==> src/rtl/mvf_pkg.sv <==
package mvf_pkg;

  typedef enum logic [2:0] {
    ST_IDLE,
    ST_ISSUE,
    ST_WAIT,
    ST_SEARCH,
    ST_DECIDE
  } vote_state_e;

  // A candidate displaces the leader only with a strictly higher count.
  function automatic bit outranks(int unsigned cand, int unsigned lead);
    return cand > lead;
  endfunction

  // A count above half of the sample limit ends the vote early.
  function automatic bit clears_half(int unsigned cnt, int unsigned limit);
    return cnt > (limit / 2);
  endfunction

  // Count stored for a filed sample: fresh entries start at one.
  function automatic int unsigned bumped(bit fresh, int unsigned old_cnt);
    return fresh ? 1 : old_cnt + 1;
  endfunction

endpackage

==> src/rtl/mvf_table.sv <==
module mvf_table #(
  parameter int DATA_W = 32,
  parameter int DEPTH  = 100,
  parameter int PTR_W  = 7
) (
  input  logic              clk,
  input  logic              rst_n,
  input  logic              clear,
  input  logic [PTR_W-1:0]  rd_idx,
  input  logic              wr_en,
  input  logic [PTR_W-1:0]  wr_idx,
  input  logic [DATA_W-1:0] wr_val,
  input  logic [PTR_W-1:0]  wr_cnt,
  output logic [DATA_W-1:0] rd_val,
  output logic [PTR_W-1:0]  rd_cnt,
  output logic [PTR_W-1:0]  fill
);

  logic [DATA_W-1:0] val_w [DEPTH];
  logic [PTR_W-1:0]  cnt_w [DEPTH];
  logic [PTR_W-1:0]  fill_q;
  logic              tail_write;

  // Entries are only meaningful below the fill pointer, so they carry no reset.
  generate
    for (genvar i = 0; i < DEPTH; i++) begin : g_entry
      logic [DATA_W-1:0] v_q;
      logic [PTR_W-1:0]  c_q;
      always_ff @(posedge clk) begin
        if (wr_en && (wr_idx == PTR_W'(i))) begin
          v_q <= wr_val;
          c_q <= wr_cnt;
        end
      end
      assign val_w[i] = v_q;
      assign cnt_w[i] = c_q;
    end
  endgenerate

  assign tail_write = wr_en && (wr_idx == fill_q);

  always_ff @(posedge clk or negedge rst_n) begin
    if (!rst_n)          fill_q <= '0;
    else if (clear)      fill_q <= '0;
    else if (tail_write) fill_q <= fill_q + PTR_W'(1);
  end

  always_comb begin
    rd_val = '0;
    rd_cnt = '0;
    if (32'(rd_idx) < DEPTH) begin
      rd_val = val_w[rd_idx];
      rd_cnt = cnt_w[rd_idx];
    end
  end

  assign fill = fill_q;

  // writes either update a filed entry or extend the tail, never skip past it
  p_write_in_bounds_r8: assert property (@(posedge clk) disable iff (!rst_n)
    wr_en |-> (wr_idx <= fill_q));

  // the table never holds more entries than samples allowed
  p_fill_limit_r1: assert property (@(posedge clk) disable iff (!rst_n)
    32'(fill_q) <= DEPTH);

endmodule

==> src/rtl/mvf_tally.sv <==
module mvf_tally #(
  parameter int DATA_W = 32,
  parameter int PTR_W  = 7,
  parameter int LIMIT  = 100
) (
  input  logic              clk,
  input  logic              rst_n,
  input  logic              clear,
  input  logic              file_en,
  input  logic [DATA_W-1:0] file_val,
  input  logic [PTR_W-1:0]  file_cnt,
  output logic [DATA_W-1:0] lead_val,
  output logic              majority
);
  import mvf_pkg::*;

  logic [PTR_W-1:0] lead_cnt_q;
  logic [DATA_W-1:0] lead_val_q;
  logic             take_lead;

  assign take_lead = file_en && outranks(32'(file_cnt), 32'(lead_cnt_q));

  always_ff @(posedge clk or negedge rst_n) begin
    if (!rst_n) begin
      lead_cnt_q <= '0;
      lead_val_q <= '0;
    end else if (clear) begin
      lead_cnt_q <= '0;
      lead_val_q <= '0;
    end else if (take_lead) begin
      lead_cnt_q <= file_cnt;
      lead_val_q <= file_val;
    end
  end

  assign lead_val = lead_val_q;
  assign majority = clears_half(32'(lead_cnt_q), LIMIT);

  // the leading count never drops while samples are filed
  p_lead_grows_r4: assert property (@(posedge clk) disable iff (!rst_n)
    (file_en && !clear) |=> (lead_cnt_q >= $past(lead_cnt_q)));

  // equalling the leader's count keeps the earlier leader
  p_tie_holds_r4: assert property (@(posedge clk) disable iff (!rst_n)
    (file_en && !clear && (file_cnt == lead_cnt_q)) |=> $stable(lead_val_q));

endmodule

==> src/rtl/mvf_sequencer.sv <==
module mvf_sequencer #(
  parameter int DATA_W = 32,
  parameter int ADDR_W = 8,
  parameter int PTR_W  = 7,
  parameter int LIMIT  = 100
) (
  input  logic              clk,
  input  logic              rst_n,
  input  logic              req_valid,
  input  logic [ADDR_W-1:0] req_addr,
  output logic              smp_req,
  output logic [ADDR_W-1:0] smp_addr,
  input  logic              smp_valid,
  input  logic [DATA_W-1:0] smp_data,
  output logic              rsp_done,
  output logic              start_evt,
  output logic [PTR_W-1:0]  walk_idx,
  output logic              file_evt,
  output logic [DATA_W-1:0] file_val,
  output logic [PTR_W-1:0]  file_cnt,
  input  logic [DATA_W-1:0] rd_val,
  input  logic [PTR_W-1:0]  rd_cnt,
  input  logic [PTR_W-1:0]  fill,
  input  logic              majority
);
  import mvf_pkg::*;

  vote_state_e       state_q;
  logic [PTR_W-1:0]  walk_q;
  logic [PTR_W-1:0]  taken_q;
  logic [DATA_W-1:0] sample_q;
  logic [ADDR_W-1:0] addr_q;
  logic              owed_q;

  logic at_tail, hit, stop, limit_hit;

  assign start_evt = (state_q == ST_IDLE) && req_valid;
  assign at_tail   = (walk_q == fill);
  assign hit       = !at_tail && (rd_val == sample_q);
  assign file_evt  = (state_q == ST_SEARCH) && (hit || at_tail);
  assign limit_hit = (taken_q == PTR_W'(LIMIT));
  assign stop      = majority || limit_hit;
  assign rsp_done  = (state_q == ST_DECIDE) && stop;
  assign smp_req   = (state_q == ST_ISSUE);
  assign smp_addr  = addr_q;
  assign walk_idx  = walk_q;
  assign file_val  = sample_q;
  assign file_cnt  = PTR_W'(bumped(at_tail, 32'(rd_cnt)));

  always_ff @(posedge clk or negedge rst_n) begin
    if (!rst_n) begin
      state_q  <= ST_IDLE;
      walk_q   <= '0;
      taken_q  <= '0;
      sample_q <= '0;
      addr_q   <= '0;
    end else begin
      unique case (state_q)
        ST_IDLE: if (start_evt) begin
          addr_q  <= req_addr;
          taken_q <= '0;
          state_q <= ST_ISSUE;
        end
        ST_ISSUE: state_q <= ST_WAIT;
        ST_WAIT: if (smp_valid) begin
          sample_q <= smp_data;
          walk_q   <= '0;
          state_q  <= ST_SEARCH;
        end
        ST_SEARCH: if (file_evt) begin
          taken_q <= taken_q + PTR_W'(1);
          state_q <= ST_DECIDE;
        end else begin
          walk_q <= walk_q + PTR_W'(1);
        end
        ST_DECIDE: state_q <= stop ? ST_IDLE : ST_ISSUE;
        default: state_q <= ST_IDLE;
      endcase
    end
  end

  // Checker state: one sample in flight between a strobe and its filing.
  always_ff @(posedge clk or negedge rst_n) begin
    if (!rst_n)        owed_q <= 1'b0;
    else if (smp_req)  owed_q <= 1'b1;
    else if (file_evt) owed_q <= 1'b0;
  end

  // each strobe lasts a single cycle
  p_strobe_pulse_r5: assert property (@(posedge clk) disable iff (!rst_n)
    smp_req |=> !smp_req);

  // no new strobe while an earlier sample is still unfiled
  p_one_in_flight_r5: assert property (@(posedge clk) disable iff (!rst_n)
    smp_req |-> !owed_q);

  // a strobe is never issued once the limit has been taken
  p_sample_limit_r1: assert property (@(posedge clk) disable iff (!rst_n)
    smp_req |-> (taken_q < PTR_W'(LIMIT)));

  // no sampling continues after a strict majority exists
  p_stop_on_majority_r2: assert property (@(posedge clk) disable iff (!rst_n)
    smp_req |-> !majority);

  // the result strobe is a single-cycle pulse
  p_done_pulse_r7: assert property (@(posedge clk) disable iff (!rst_n)
    rsp_done |=> !rsp_done);

  // the sampled address only moves when a request is accepted
  p_addr_hold_r6: assert property (@(posedge clk) disable iff (!rst_n)
    !start_evt |=> $stable(smp_addr));

endmodule

==> src/rtl/majority_read_filter.sv <==
module majority_read_filter #(
  parameter int DATA_W      = 32,
  parameter int ADDR_W      = 8,
  parameter int MAX_SAMPLES = 100
) (
  input  logic              clk,
  input  logic              rst_n,
  input  logic              req_valid,
  input  logic [ADDR_W-1:0] req_addr,
  output logic              smp_req,
  output logic [ADDR_W-1:0] smp_addr,
  input  logic              smp_valid,
  input  logic [DATA_W-1:0] smp_data,
  output logic              rsp_done,
  output logic [DATA_W-1:0] rsp_data
);

  localparam int PTR_W = $clog2(MAX_SAMPLES + 1);

  logic              start_evt;
  logic [PTR_W-1:0]  walk_idx;
  logic              file_evt;
  logic [DATA_W-1:0] file_val;
  logic [PTR_W-1:0]  file_cnt;
  logic [DATA_W-1:0] rd_val;
  logic [PTR_W-1:0]  rd_cnt;
  logic [PTR_W-1:0]  fill;
  logic              majority;

  mvf_sequencer #(
    .DATA_W(DATA_W), .ADDR_W(ADDR_W), .PTR_W(PTR_W), .LIMIT(MAX_SAMPLES)
  ) u_seq (
    .clk(clk), .rst_n(rst_n),
    .req_valid(req_valid), .req_addr(req_addr),
    .smp_req(smp_req), .smp_addr(smp_addr),
    .smp_valid(smp_valid), .smp_data(smp_data),
    .rsp_done(rsp_done),
    .start_evt(start_evt), .walk_idx(walk_idx),
    .file_evt(file_evt), .file_val(file_val), .file_cnt(file_cnt),
    .rd_val(rd_val), .rd_cnt(rd_cnt), .fill(fill),
    .majority(majority)
  );

  mvf_table #(
    .DATA_W(DATA_W), .DEPTH(MAX_SAMPLES), .PTR_W(PTR_W)
  ) u_table (
    .clk(clk), .rst_n(rst_n), .clear(start_evt),
    .rd_idx(walk_idx),
    .wr_en(file_evt), .wr_idx(walk_idx), .wr_val(file_val), .wr_cnt(file_cnt),
    .rd_val(rd_val), .rd_cnt(rd_cnt), .fill(fill)
  );

  mvf_tally #(
    .DATA_W(DATA_W), .PTR_W(PTR_W), .LIMIT(MAX_SAMPLES)
  ) u_tally (
    .clk(clk), .rst_n(rst_n), .clear(start_evt),
    .file_en(file_evt), .file_val(file_val), .file_cnt(file_cnt),
    .lead_val(rsp_data), .majority(majority)
  );

endmodule

==> config.mk <==
export PLATFORM = sky130hd
export DESIGN_NAME = majority_read_filter
export DESIGN_NICKNAME = d
export VERILOG_FILES = /design/src/rtl/mvf_pkg.sv /design/src/rtl/mvf_table.sv /design/src/rtl/mvf_tally.sv /design/src/rtl/mvf_sequencer.sv /design/src/rtl/majority_read_filter.sv
export SDC_FILE = /design/constraint.sdc
export NUM_CORES = 2
export LEC_CHECK = 0
export BUFFER_PORTS_ARGS = -buffer_cell sky130_fd_sc_hd__buf_2
export CAP_MARGIN = 20
export CORE_ASPECT_RATIO = 1.4
export CORE_MARGIN = 1.5
export CORE_UTILIZATION = 45
export DETAILED_ROUTE_END_ITERATION = 12
export MAX_ROUTING_LAYER = met4
export PLACE_DENSITY = 0.67
export SLEW_MARGIN = 20
export SYNTH_ARGS = -nofsm -noshare
export SYNTH_HDL_FRONTEND = slang
export SYNTH_SLANG_ARGS = --single-unit
==> constraint.sdc <==
create_clock -name clk -period 21.7 [get_ports clk]
set_input_delay 1.085 -clock clk [delete_from_list [all_inputs] [get_ports clk]]
set_output_delay 1.085 -clock clk [all_outputs]
set_load 0.1 [all_outputs]
Yosys cells after proc, flatten, opt, wreduce, memory -nomap -nowiden
Index checks and enable logic that the tools add are counted.

word-level totals
  bits in registers = 4003
  input port bits = 44
  output and inout bits = 42
  logic and storage cells = 473

cells by class
  add/subtract/negate cells = 4
  magnitude comparators = 4
  eq/ne operators = 110
  mux-type cells = 26
  bitwise operators = 1
  reductions and logical operators = 120

operator list
  operator                                             count
  equality test 7 bit, second input constant           37
  binary-select mux 32 bit (select 7 bit)              1
  equality test 7 x 6 -> 1 bit, second input constant  32
  two-way mux 32 bit                                   5
  equality test 7 x 5 -> 1 bit, second input constant  16
  logical AND 1 bit                                    106
  two-way mux 7 bit                                    12
  equality test 7 x 4 -> 1 bit, second input constant  8
  binary-select mux 7 bit (select 7 bit)               1
  equality test 32 bit                                 1
  adder 7 x 1 -> 7 bit, second input constant          4
  equality test 7 x 3 -> 1 bit, second input constant  4
  one-hot mux 7 bit (2 select lines)                   2
  one-hot mux 3 bit (5 select lines)                   1
  equality test 7 x 2 -> 1 bit, second input constant  2
  two-way mux 3 bit                                    3
  AND reduction 3 bit                                  3
  >= comparator 8 bit, second input constant           1
  inverter 7 -> 8 bit                                  1
  nonzero test 2 bit                                   4
  equality test 7 x 1 -> 1 bit, second input constant  1
  equality test 7 bit                                  1
  > comparator 7 x 6 -> 1 bit, second input constant   1
  > comparator 7 bit                                   1
  other kinds (12)                                     17

Longest topological paths before layout
  word-level depth = 12
  mapped depth = 29
  mapped depth without buffers = 20

Modules after synthesis
From an unflattened synthesis, not the netlist that was laid out.

second synthesis, totals
  cell total of the unflattened synthesis = 7097
  area, all modules = 155201.4 µm²

by module, submodules not included
  module         instances  cells an instance  area each (µm²)  sequential area each (µm²)
  mvf_table      1          6556               149940.1         117287.5
  mvf_sequencer  1          346                3143.0           1426.4
  mvf_tally      1          195                2118.3           975.9

Worst setup path before layout
Ideal clock, no wire load.

  path kind = reg-to-reg
  start = reg u_seq.walk_q[0] (netlist: u_seq.walk_idx[0])
  end = reg u_tally.lead_cnt_q[4]
  setup time = 0.130 ns
  arrival = 8.807 ns
  required time = 21.570 ns
  slack = 12.762 ns
  cell stages (with the launch flop) = 24
  path buffers = 7
  period minus slack after synthesis = 8.938 ns
  path through = dfrtp_1 buf_6 buf_6 buf_6 buf_6 buf_2 mux4_2 a32oi_1 nand4_1 nor3_1 inv_1 ha_1 nor2b_1 and3_1 nor3_1 ha_1 nand2_1 nor4_1 mux2i_1 o221ai_1 a211o_1 clkbuf_1 buf_6 mux2_1

between the ends
  elaborated cells between the ends (all ways) = 23
  those cells by class = 1 x add/sub; 2 x order compare; 2 x eq/ne; 11 x mux; 1 x bitwise; 6 x reduce/logical

RTL lines
  what                                                   line                        RTL
  start, declared                                        mvf_sequencer.sv:29         logic [PTR_W-1:0] walk_q;
  start signal, assigned                                 mvf_sequencer.sv:74         walk_q <= walk_q + PTR_W'(1);
  inverter 7 -> 8 bit (not written as such)              mvf_table.sv:53             rd_cnt = cnt_w[rd_idx];
  binary-select mux 7 bit (select 7 bit)                 mvf_table.sv:53
  two-way mux 7 bit (not written as such) (2 in series)  mvf_table.sv:53
  two-way mux 7 bit                                      mvf_table.sv:51             if (32'(rd_idx) < DEPTH) begin
  adder 7 x 1 -> 7 bit                                   mvf_pkg.sv:23               return fresh ? 1 : old_cnt + 1;
  two-way mux 7 bit (*)                                  mvf_pkg.sv:23
  net file_cnt[4]                                        majority_read_filter.sv:24  logic [PTR_W-1:0] file_cnt;
  > comparator 7 bit                                     mvf_pkg.sv:13               return cand > lead;
  logical AND 1 bit                                      mvf_tally.sv:21             assign take_lead = file_en && outranks(32'(file_cnt), 32'(lead_cnt_q));
  nonzero test 2 bit (no line)                           n/a
  end signal, assigned                                   mvf_tally.sv:31             lead_cnt_q <= file_cnt;
  end, declared                                          mvf_tally.sv:17             logic [PTR_W-1:0] lead_cnt_q;

The timed path passes the listed nets; every way through them passes the cells marked *. The select of a mux whose other input is x is not followed.
A chain may end at the register's enable or synchronous reset.

Final worst setup path
  start = reg u_seq.walk_q[1] (netlist: u_seq.walk_idx[1])
  end = reg u_tally.lead_cnt_q[4]

between the ends
  elaborated cells between the ends (all ways) = 23
  those cells by class = 1 x add/sub; 2 x order compare; 2 x eq/ne; 11 x mux; 1 x bitwise; 6 x reduce/logical

RTL lines
  what                                                   line
  inverter 7 -> 8 bit (not written as such)              mvf_table.sv:53
  binary-select mux 7 bit (select 7 bit)                 mvf_table.sv:53
  two-way mux 7 bit (not written as such) (2 in series)  mvf_table.sv:53
  two-way mux 7 bit                                      mvf_table.sv:51
  adder 7 x 1 -> 7 bit                                   mvf_pkg.sv:23
  two-way mux 7 bit (*)                                  mvf_pkg.sv:23
  net file_cnt[6]                                        majority_read_filter.sv:24
  > comparator 7 bit (*)                                 mvf_pkg.sv:13
  logical AND 1 bit (*)                                  mvf_tally.sv:21
  nonzero test 2 bit (no line) (*)                       n/a

Marks and branches as above.

==> flow_metrics.env <==
export IMPL_fmax_ghz=0.0951
export IMPL_antenna_left=0
export IMPL_drive_above_1_share_pct=24.3
export IMPL_outcome="finished, final reports clean"
export IMPL_synth_top_area_share_pct=75.7
export IMPL_r2r_start="u_seq.walk_idx[1]"
export IMPL_grt_pass1_wl_um=679000
export IMPL_clkSinkCount=4003
export IMPL_power_density_mw_per_mm2=134
export IMPL_fp_coreArea_mm2=0.342
export IMPL_grt_max_degree=120
export IMPL_synth_ff_type="edfxtp_1"
export IMPL_cts_hold_buf=0
export IMPL_grt_use_total_pct=29.7
export IMPL_synth_xor_area_share_pct=0.210
export IMPL_root_buffer="clkbuf_16"
export IMPL_antenna_found_initial=58
export IMPL_via_per_inst=6.53
export IMPL_vias=81900
export IMPL_finalInstanceArea_mm2=0.174
export IMPL_synth_compound_area_share_pct=3.00
export IMPL_crit_fanout=109
export IMPL_cp_slowest_stage_delay_ns=0.93
export IMPL_dieArea_mm2=0.347
export IMPL_tritoncts="done"
export IMPL_routedWlPerCell_um=40.2
export IMPL_async_reset_ff_share_pct=2.57
export IMPL_drt_total_wl_um=504000
export IMPL_clock_path_buffers=4
export IMPL_insertion_delay_ns=0.97
export IMPL_cp_slowest_cell="dfrtp_4"
export IMPL_avgSynthCellArea_um2=21.0
export IMPL_pin_count=86
export IMPL_portBuffers=85
export IMPL_cp_endpoint="u_tally.lead_cnt_q[4]"
export IMPL_htreeDepth=5
export IMPL_clock_skew_ns=0.0610
export IMPL_netlist_top_cells_area="edfxtp_1, mux4_2, mux2i_1, dfrtp_1, a22oi_1"
export IMPL_final_common_cell="edfxtp_1"
export IMPL_synth_cell_area_mm2=0.155
export IMPL_ys_warn_count=0
export IMPL_mostFrequentLayoutCells="edfxtp_1, mux4_2, mux2i_1"
export IMPL_numCtsBuffers=372
export IMPL_synth_seq_cells=4003
export IMPL_area_sequential_mm2=0.120
export IMPL_grt_overflow_total=0
export IMPL_hold_violations=0
export IMPL_arrival_ns=11.35
export IMPL_die_h_um=697
export IMPL_yosysSeqAreaShare_pct=77.4
export IMPL_synth_enable_flop_cells=3900
export IMPL_multi_input_area_mm2=0.0335
export IMPL_tightest_slew_ns=1.34
export IMPL_drc=0
export IMPL_power_leakage_nw=54.0
export IMPL_path_class="flop to flop"
export IMPL_setup_tns_final_ns=0
export IMPL_grt_pass1_vias=78500
export IMPL_die_w_um=498
export IMPL_synth_cell_types=84
export IMPL_r2r_slack_ns=11.19
export IMPL_syn_to_final_growth_pct=12.8
export IMPL_rows=254
export IMPL_period_minus_slack_ns=10.51
export IMPL_postCtsResizedCells=0
export IMPL_setup_viol=0
export IMPL_fillCellCount=26500
export IMPL_initial_core_util_pct=45.2
export IMPL_hpwl_um=314000
export IMPL_netlist_instances=7367
export IMPL_hold_slack_ns=0.142
export IMPL_crit_start="u_seq.walk_idx[1]"
export IMPL_path_clk_slew_ns=0.07
export IMPL_hold_path_class="input pin to asynchronous set/reset pin"
export IMPL_fin_crit_sh_pct=48.4
export IMPL_slew_headroom_pct=9.30
export IMPL_synth_fp_nets=7425
export IMPL_layout_nets=7785
export IMPL_drv_cap=0
export IMPL_rr_worst_depth=25
export IMPL_drv_slew=0
export IMPL_synthSimpleGateAreaFrac_pct=2.44
export IMPL_rr_endpoint="u_tally.lead_cnt_q[4]"
export IMPL_cts_setup_buffers=0
export IMPL_postPlaceCellArea_mm2=0.162
export IMPL_cp_end_kind="flop"
export IMPL_startpoint_type="flop"
export IMPL_rsz0062_at_grt="no"
export IMPL_vdd_drop_max_mv=0.177
export IMPL_synth_adder_area_share_pct=0.113
export IMPL_required_ns=22.53
export IMPL_muxShareOfSynthArea_pct=15.3
export IMPL_yosys_area_top_type="edfxtp_1"
export IMPL_synth_top_family_by_area="multiplexers"
export IMPL_place_gp_congestion=1.05
export IMPL_drt_iter0_drc=14000
export IMPL_dr_pass1_iters=8
[critical path: cells and delay by family (launching register included)]
kind / cells / cell delay (ns)
AOI/OAI and AO/OA: 8 / 2.27
xor gates and xnor gates: 1 / 0.10
adders and majority gates: 2 / 0.95
buffers and inverters: 7 / 3.82
DFF: 1 / 0.93
muxes: 2 / 0.80
and+or+nand+nor: 5 / 1.07
[how the worst min path moves through the flow]
stage,slack [ns],endpoint
finish,0.14,u_seq.smp_addr[3]
global route,0.15,u_tally.lead_val[8]
CTS,0.12,u_seq.smp_addr[3]
detailed placement,0.47,u_seq.smp_addr[6]
global placement,0.45,u_seq.smp_addr[6]
floorplan,0.50,u_tally.lead_cnt_q[6]
[flip-flops by register name (all words and copies together) (netlist names)]
register	count
u_seq.walk_idx	7
u_table.fill	7
u_seq.smp_addr	8
u_tally.lead_cnt_q	7
u_table.g_entry.c_q	700
u_table.g_entry.v_q	3200
u_seq.taken_q	7
u_tally.lead_val	32
u_seq.state_q	3
u_seq.file_val	32
[per-layer routing]
| layer | vias up | global-route usage, % | part of all wire (%) |
|---|---|---|---|
| met5 | - | - | 0 |
| met4 | 0 | 22.3 | 9.1 |
| met3 | 1281 | 6.96 | 11 |
| met2 | 5885 | 44.6 | 47 |
| met1 | 43400 | 34.9 | 34 |
| li1 | 31400 | - | - |
[kinds of logic (layout without fill, tap and decap cells)]
| kind of cell | count (synthesis) | count (layout) |
|---|---|---|
| xor gates and xnor gates | 37 | 37 |
| adders and majority gates | 14 | 14 |
| other | 0 | 42 |
| DFF | 4003 | 4003 |
| AOI/OAI and AO/OA | 649 | 649 |
| muxes | 1381 | 1381 |
| and+or+nand+nor | 812 | 812 |
| buffers and inverters | 471 | 1133 |
[power by group]
group	total, mW	internal, mW	switching [mW]
Clock	6.58	3.68	2.91
Sequential	10.6	10.1	0.564
Combinational	6.10	1.61	4.48
[cell type report]
class                   instances  area share [%]
repair buffers                394            1.76
flip-flops and latches       4003            68.7
inverters                      63           0.144
multi-input cells            2893            19.2
clock buffers                 452            5.60
well taps                    4480            3.21
diodes                         42          0.0603
clock inverters               224            1.31
[synth_stat cells, types with 20 or more instances]
library cell,count
clkbuf_1,112
buf_6,37
a221oi_1,20
xnor2_1,28
edfxtp_1,3900
buf_2,179
a21oi_1,80
nand3_1,144
nor2_1,151
buf_4,41
mux2_2,37
mux4_2,776
a22oi_1,304
inv_1,60
o21ai_0,59
o22ai_1,34
nor3_1,36
mux2i_1,567
dfrtp_1,103
buf_1,38
nand4_1,31
a31oi_1,21
nand2_1,327
[metrics by stage]
stage               util, %  worst slack (ns)  instances  total power [mW]
floorplan                 -             12.76       7367              13.8
global placement       47.3             11.36      11800              16.6
detailed placement     47.4             11.33      11800              16.7
CTS                    50.9             11.36      12500              23.2
global route           51.0             10.79      12500              23.7
finish                 51.0             11.19      12600              23.3
Power figures use the tool's default switching activity.
